## config.mk

```make
export PLATFORM = sky130hd
export DESIGN_NAME = nmi_trig_ctrl
export DESIGN_NICKNAME = d
export VERILOG_FILES = /design/src/rtl/nmi_trig_pkg.sv /design/src/rtl/nmi_sync.sv /design/src/rtl/nmi_detect.sv /design/src/rtl/nmi_regs.sv /design/src/rtl/nmi_trig_ctrl.sv
export SDC_FILE = /design/constraint.sdc
export NUM_CORES = 1
export LEC_CHECK = 0
export CORE_MARGIN = 2
export CORE_UTILIZATION = 43
export CTS_CLUSTER_DIAMETER = 150
export DETAILED_ROUTE_END_ITERATION = 8
export PLACE_DENSITY = 0.84
export SLEW_MARGIN = 5
export SYNTH_ARGS = -nofsm -noshare
export SYNTH_HDL_FRONTEND = slang
export SYNTH_SLANG_ARGS = --single-unit
```

## constraint.sdc

```tcl
create_clock -name clk_i -period 1.9 [get_ports clk_i]
set_input_delay 0.38 -clock clk_i [delete_from_list [all_inputs] [get_ports clk_i]]
set_output_delay 0.38 -clock clk_i [all_outputs]
set_load 0.1 [all_outputs]
```

## src/rtl/nmi_trig_pkg.sv

```systemverilog
package nmi_trig_pkg;
  typedef enum logic [1:0] {
    TRIG_LVL_LO  = 2'd0,
    TRIG_FALL    = 2'd1,
    TRIG_LVL_HI  = 2'd2,
    TRIG_RISE    = 2'd3
  } trig_mode_e;

  localparam logic [7:0] OFF_CTRL   = 8'h00;
  localparam logic [7:0] OFF_PEND   = 8'h04;
  localparam logic [7:0] OFF_EN_STD = 8'h08;
  localparam logic [7:0] OFF_EN_ALT = 8'h34;

  function automatic logic is_edge_mode(trig_mode_e m);
    return m[0];
  endfunction
endpackage

```

## src/rtl/nmi_sync.sv

```systemverilog
module nmi_sync #(
  parameter int STAGES = 2
) (
  input  logic clk_i,
  input  logic rst_ni,
  input  logic d_i,
  output logic q_o
);
  logic [STAGES-1:0] chain_q;

  generate
    for (genvar i = 0; i < STAGES; i++) begin : g_stage
      if (i == 0) begin : g_first
        always_ff @(posedge clk_i or negedge rst_ni) begin
          if (!rst_ni) chain_q[0] <= 1'b0;
          else         chain_q[0] <= d_i;
        end
      end else begin : g_next
        always_ff @(posedge clk_i or negedge rst_ni) begin
          if (!rst_ni) chain_q[i] <= 1'b0;
          else         chain_q[i] <= chain_q[i-1];
        end
      end
    end
  endgenerate

  assign q_o = chain_q[STAGES-1];
endmodule

```

## src/rtl/nmi_detect.sv

```systemverilog
module nmi_detect
  import nmi_trig_pkg::*;
(
  input  logic       clk_i,
  input  logic       rst_ni,
  input  logic       sync_i,
  input  trig_mode_e mode_i,
  input  logic       mode_chg_i,
  output logic       edge_o,
  output logic       evt_o
);
  logic prev_q;
  logic hist_vld_q;
  logic rise, fall;

  always_ff @(posedge clk_i or negedge rst_ni) begin
    if (!rst_ni) begin
      prev_q     <= 1'b0;
      hist_vld_q <= 1'b0;
    end else begin
      prev_q     <= sync_i;
      hist_vld_q <= ~mode_chg_i;  // drop history across a trigger switch
    end
  end

  assign rise = hist_vld_q &  sync_i & ~prev_q;
  assign fall = hist_vld_q & ~sync_i &  prev_q;

  always_comb begin
    edge_o = 1'b0;
    unique case (mode_i)
      TRIG_LVL_LO: evt_o = ~sync_i;
      TRIG_FALL:   begin evt_o = fall; edge_o = fall; end
      TRIG_LVL_HI: evt_o = sync_i;
      TRIG_RISE:   begin evt_o = rise; edge_o = rise; end
      default:     evt_o = 1'b0;
    endcase
  end
endmodule

```

## src/rtl/nmi_regs.sv

```systemverilog
module nmi_regs
  import nmi_trig_pkg::*;
#(
  parameter int AW      = 8,
  parameter int DW      = 32,
  parameter bit MAP_ALT = 1'b0
) (
  input  logic          clk_i,
  input  logic          rst_ni,
  input  logic          we_i,
  input  logic [AW-1:0] addr_i,
  input  logic [DW-1:0] wdata_i,
  input  logic          evt_i,
  output logic [DW-1:0] rdata_o,
  output trig_mode_e    mode_o,
  output logic          mode_chg_o,
  output logic          clr_o,
  output logic          pend_o,
  output logic          en_o
);
  localparam logic [AW-1:0] A_CTRL = AW'(OFF_CTRL);
  localparam logic [AW-1:0] A_PEND = AW'(OFF_PEND);
  localparam logic [AW-1:0] A_EN   = MAP_ALT ? AW'(OFF_EN_ALT) : AW'(OFF_EN_STD);

  logic [DW-1:0] ctrl_q;
  logic          pend_q, en_q;
  logic          wr_ctrl, wr_pend, wr_en;

  assign wr_ctrl    = we_i && (addr_i == A_CTRL);
  assign wr_pend    = we_i && (addr_i == A_PEND);
  assign wr_en      = we_i && (addr_i == A_EN);
  assign clr_o      = wr_pend && wdata_i[0];
  assign mode_o     = trig_mode_e'(ctrl_q[1:0]);
  assign mode_chg_o = wr_ctrl && (wdata_i[1:0] != ctrl_q[1:0]);

  always_ff @(posedge clk_i or negedge rst_ni) begin
    if (!rst_ni) begin
      ctrl_q <= '0;
      en_q   <= 1'b0;
      pend_q <= 1'b0;
    end else begin
      if (wr_ctrl) ctrl_q <= wdata_i;
      if (wr_en)   en_q   <= wdata_i[0];
      if (evt_i)      pend_q <= 1'b1;   // set beats clear
      else if (clr_o) pend_q <= 1'b0;
    end
  end

  always_comb begin
    rdata_o = '0;
    if (addr_i == A_CTRL)      rdata_o = ctrl_q;
    else if (addr_i == A_PEND) rdata_o[0] = pend_q;
    else if (addr_i == A_EN)   rdata_o[0] = en_q;
  end

  assign pend_o = pend_q;
  assign en_o   = en_q;
endmodule

```

## src/rtl/nmi_trig_ctrl.sv

```systemverilog
module nmi_trig_ctrl
  import nmi_trig_pkg::*;
#(
  parameter int AW          = 8,
  parameter int DW          = 32,
  parameter int SYNC_STAGES = 2,
  parameter bit MAP_ALT     = 1'b0
) (
  input  logic          clk_i,
  input  logic          rst_ni,
  input  logic          pin_i,
  input  logic          we_i,
  input  logic [AW-1:0] addr_i,
  input  logic [DW-1:0] wdata_i,
  output logic [DW-1:0] rdata_o,
  output logic          irq_o
);
  logic       sync_pin;
  trig_mode_e mode;
  logic       mode_chg, clr_wr, evt, edge_evt, pend_q, en_q;
  logic       irq_q;

  nmi_sync #(.STAGES(SYNC_STAGES)) u_sync (
    .clk_i (clk_i),
    .rst_ni(rst_ni),
    .d_i   (pin_i),
    .q_o   (sync_pin)
  );

  nmi_detect u_detect (
    .clk_i     (clk_i),
    .rst_ni    (rst_ni),
    .sync_i    (sync_pin),
    .mode_i    (mode),
    .mode_chg_i(mode_chg),
    .edge_o    (edge_evt),
    .evt_o     (evt)
  );

  nmi_regs #(.AW(AW), .DW(DW), .MAP_ALT(MAP_ALT)) u_regs (
    .clk_i     (clk_i),
    .rst_ni    (rst_ni),
    .we_i      (we_i),
    .addr_i    (addr_i),
    .wdata_i   (wdata_i),
    .evt_i     (evt),
    .rdata_o   (rdata_o),
    .mode_o    (mode),
    .mode_chg_o(mode_chg),
    .clr_o     (clr_wr),
    .pend_o    (pend_q),
    .en_o      (en_q)
  );

  always_ff @(posedge clk_i or negedge rst_ni) begin
    if (!rst_ni) irq_q <= 1'b0;
    else         irq_q <= pend_q & en_q;
  end

  assign irq_o = irq_q;
endmodule

```

==> results.py, run 1 <==
metrics = {
    "yosys": {
        "netlist.area_leader.share_pct": 51.52,
        "postSynthCellCount": 135,
        "synth.area.top_cells": "dfrtp_1, mux2_4, and3_1",
        "synth_area_sq_um": 1894,
        "synth_fp_nets": 179,
        "synth_largest_area_cell": "dfrtp_1",
        "yosys_warnings": 0,
        "synth_seq_cells": 39,
        "seq_area_frac_synth_pct": 51.52,
        "syn_area_per_cell_sq_um": 14.03,
        "synth.distinct_cells": 22,
    },
    "status": {
        "status": "finished with violations",
        "failed_checks": "negative setup slack",
    },
    "pwr": {
        "ir_drop_mv": 0.3623,
        "clkPwrFrac_pct": 35.5,
        "pwr-share-seq_pct": 50.5,
        "intPower_mw": 1.350,
        "comb_power_share_pct": 14.1,
        "switching_share_pct": 23.73,
        "power_mw": 1.770,
        "net-switching-power_mw": 0.4202,
        "leakagePower_nw": 1.644,
        "power_density_nw_per_um2": 504.5,
    },
    "floorplan": {
        "initial_core_util_pct": 44.11,
        "die_x_um": 70.38,
        "rows": 24,
        "ioPinCount": 77,
        "dieArea_sq_um": 4953,
        "die_y_um": 70.38,
        "core-area_sq_um": 4294,
    },
    "final_layout": {
        "fin_util_pct": 81.73,
        "n_fill_cell": 222,
        "area_delta_synth_final_pct": 85.27,
        "final_cells": 283,
        "num-nets-final": 274,
        "layout_commonest_cell": "dfrtp_1",
        "final_area_sq_um": 3510,
        "diodes": 0,
        "multi_input_area_sq_um": 1015,
        "seq_area_sq_um": 975.9,
        "final_cell_mix": "dfrtp_1, buf_12, clkdlybuf4s50_1",
        "layout-drive-gt1-share_pct": 59.74,
    },
    "global_route": {
        "antenna_found_initial": 0,
        "grt_pass1_vias": 1681,
        "grt_usage_pct": 25.87,
        "grt_overflow_total": 0,
        "grt_max_degree": 26,
        "grt_pass1_wl_um": 9611,
    },
    "sta": {
        "clock_skew_ps": 3.614,
        "fin_crit_sh_pct": 103.4,
        "tns_ps": -69.87,
        "finalHoldViolCount": 0,
        "drv_slew": 0,
        "tightest_slew_ps": 581.5,
        "finalSetupViolCount": 2,
        "relSlewSlack_pct": 61.23,
        "layout_setup_ws_ps": -64.09,
        "timing.fmax_ghz": 0.5091,
        "rsz0062_at_grt": "yes",
        "min_period_ps": 1964,
    },
    "run": {
        "drv_cap": 0,
    },
    "critical_path": {
        "startpoint": "u_regs.en_o",
        "r2r-start": "u_regs.ctrl_q[0]",
        "r2r_slack_ps": 900,
        "cp_max_fo": 3,
        "cp.required_ps": 1520,
        "start_kind": "register",
        "crit_path_end_kind": "primary output",
        "r2r-end": "u_detect.hist_vld_q",
        "reg2reg_depth": 3,
        "critPathKind": "reg -> out",
        "arrival_ps": 1580,
    },
    "cts": {
        "cts_max_level": 2,
        "cts_buffer_depth": 2,
        "cts-root-buf": "clkbuf_8",
        "clk_pin_slew_ps": 80,
        "clock-sinks": 39,
        "cts_inserted_buffers": 5,
        "hold_buffers": 0,
        "cts_tree": "yes",
        "clk_latency_ps": 290,
    },
    "placed_design": {
        "port_buffers": 76,
        "dp.cells": 262,
        "place_congestion": 0.8090,
        "hpwl_um": 3498,
        "place_area_sq_um": 3114,
    },
    "worst_hold_path": {
        "hp-class": "in -> async",
    },
    "detailed_routing": {
        "drc": 0,
        "final_antenna_net_count": 0,
        "first_pass_iters": 4,
        "avgViaCountPerCell": 5.428,
        "drt_wl_total_um": 6290,
        "drtIter0Drc": 65,
        "route.detailed.wl_per_inst_um": 22.23,
        "num_vias": 1536,
    },
}
## repair_timing
action	4_1_cts	5_1_grt
endpoints found under the setup margin	61	32
buffers inserted	8	1
pin swaps	19	9
gates resized for setup	76	7
gates cloned	5	1
endpoints found under the hold margin	0	0
## through the flow
stage / hold WS [ps] / worst slack [ps]
6_report: 79.42 / -64.09
3_3_place_gp: 334.3 / -321.2
3_5_place_dp: 349.7 / -386.1
4_1_cts: 82.90 / -8.107
5_1_grt: 118.8 / -102.0
2_1_floorplan: 84.41 / -58.12
## how the worst max path moves through the flow
stage	to	slack, ps	cells past startpoint
6_report	rdata_o[0]	-60	4
4_1_cts	rdata_o[4]	-8	7
3_3_place_gp	rdata_o[11]	-320	5
5_1_grt	rdata_o[0]	-100	4
2_1_floorplan	rdata_o[10]	-60	3
3_5_place_dp	rdata_o[17]	-390	5
## cells in the mapped netlist (all sizes together)
cell	n
clkbuf	6
a21oi	1
nor2b	1
mux2	33
inv	2
nand4	2
a211o	1
and2	1
and3	32
a222oi	1
a21o	1
nor2	1
xnor2	2
dfrtp	39
nor4	2
nand2	2
nand2b	2
and3b	1
a211oi	1
buf	3
nand3	1
## flip-flops by register name, summed over array words and instances (netlist names)
signal and cells:
irq_o 1, u_detect.hist_vld_q 1, u_detect.prev_q 1, u_regs.ctrl_q 32
u_regs.en_o 1, u_regs.pend_o 1, u_sync.chain_q 1, u_sync.q_o 1
## cell families (layout without fill, tap and decap cells)
logic type / after synthesis / in the layout / synth area share, %
flip-flops: 39 / 39 / 51.52
AO/OA/AOI/OAI: 5 / 5 / 2.048
multiplexers: 33 / 33 / 25.36
XOR/XNOR: 2 / 2 / 0.9249
buffers and inverters: 11 / 107 / 3.368
AND/OR/NAND/NOR: 45 / 45 / 16.78
## power groups by stage
| stage | Sequential, mW | Clock (mW) | Combinational [mW] |
|---|---|---|---|
| 4_1_cts | 0.890 | 0.636 | 0.240 |
| 5_1_grt | 0.897 | 0.670 | 0.264 |
| 3_5_place_dp | 0.904 | 0 | 0.215 |
| 2_1_floorplan | 0.904 | 0 | 0.0722 |
| 6_report | 0.893 | 0.628 | 0.249 |
| 3_3_place_gp | 0.902 | 0 | 0.208 |
## routing by layer
metal | wire, um | global-route usage [%] | share of wire, % | up-vias
met2 | 3328 | 43.92 | 53 | 65
li1 | - | - | - | 681
met5 | 0 | 0 | 0 | -
met1 | 2600 | 33.27 | 41 | 782
met4 | 97 | 10.26 | 1.5 | 0
met3 | 264 | 3.463 | 4.2 | 8
## final cells by class
class	count	share of cell area, %
clock inverter	1	0.2139
tap	52	1.854
timing repair buffer	97	38.25
multi-input combinational	85	28.91
clock buffer	7	2.745
sequential	39	27.81
inverter	2	0.2139
## worst max-delay path, stage by stage (launching register included)
cell      delay, ps
dfrtp_1         390
nand2b_1        100
a222oi_1        360
and3_4          280
buf_12          170
Power figures use the tool's default switching activity.
==> run 2, diff against run 1 <==
Settings changed: SLEW_MARGIN 5 to 20.
==> results of run 2 <==
Final layout, timing and power as in run 1 (identical DEF).
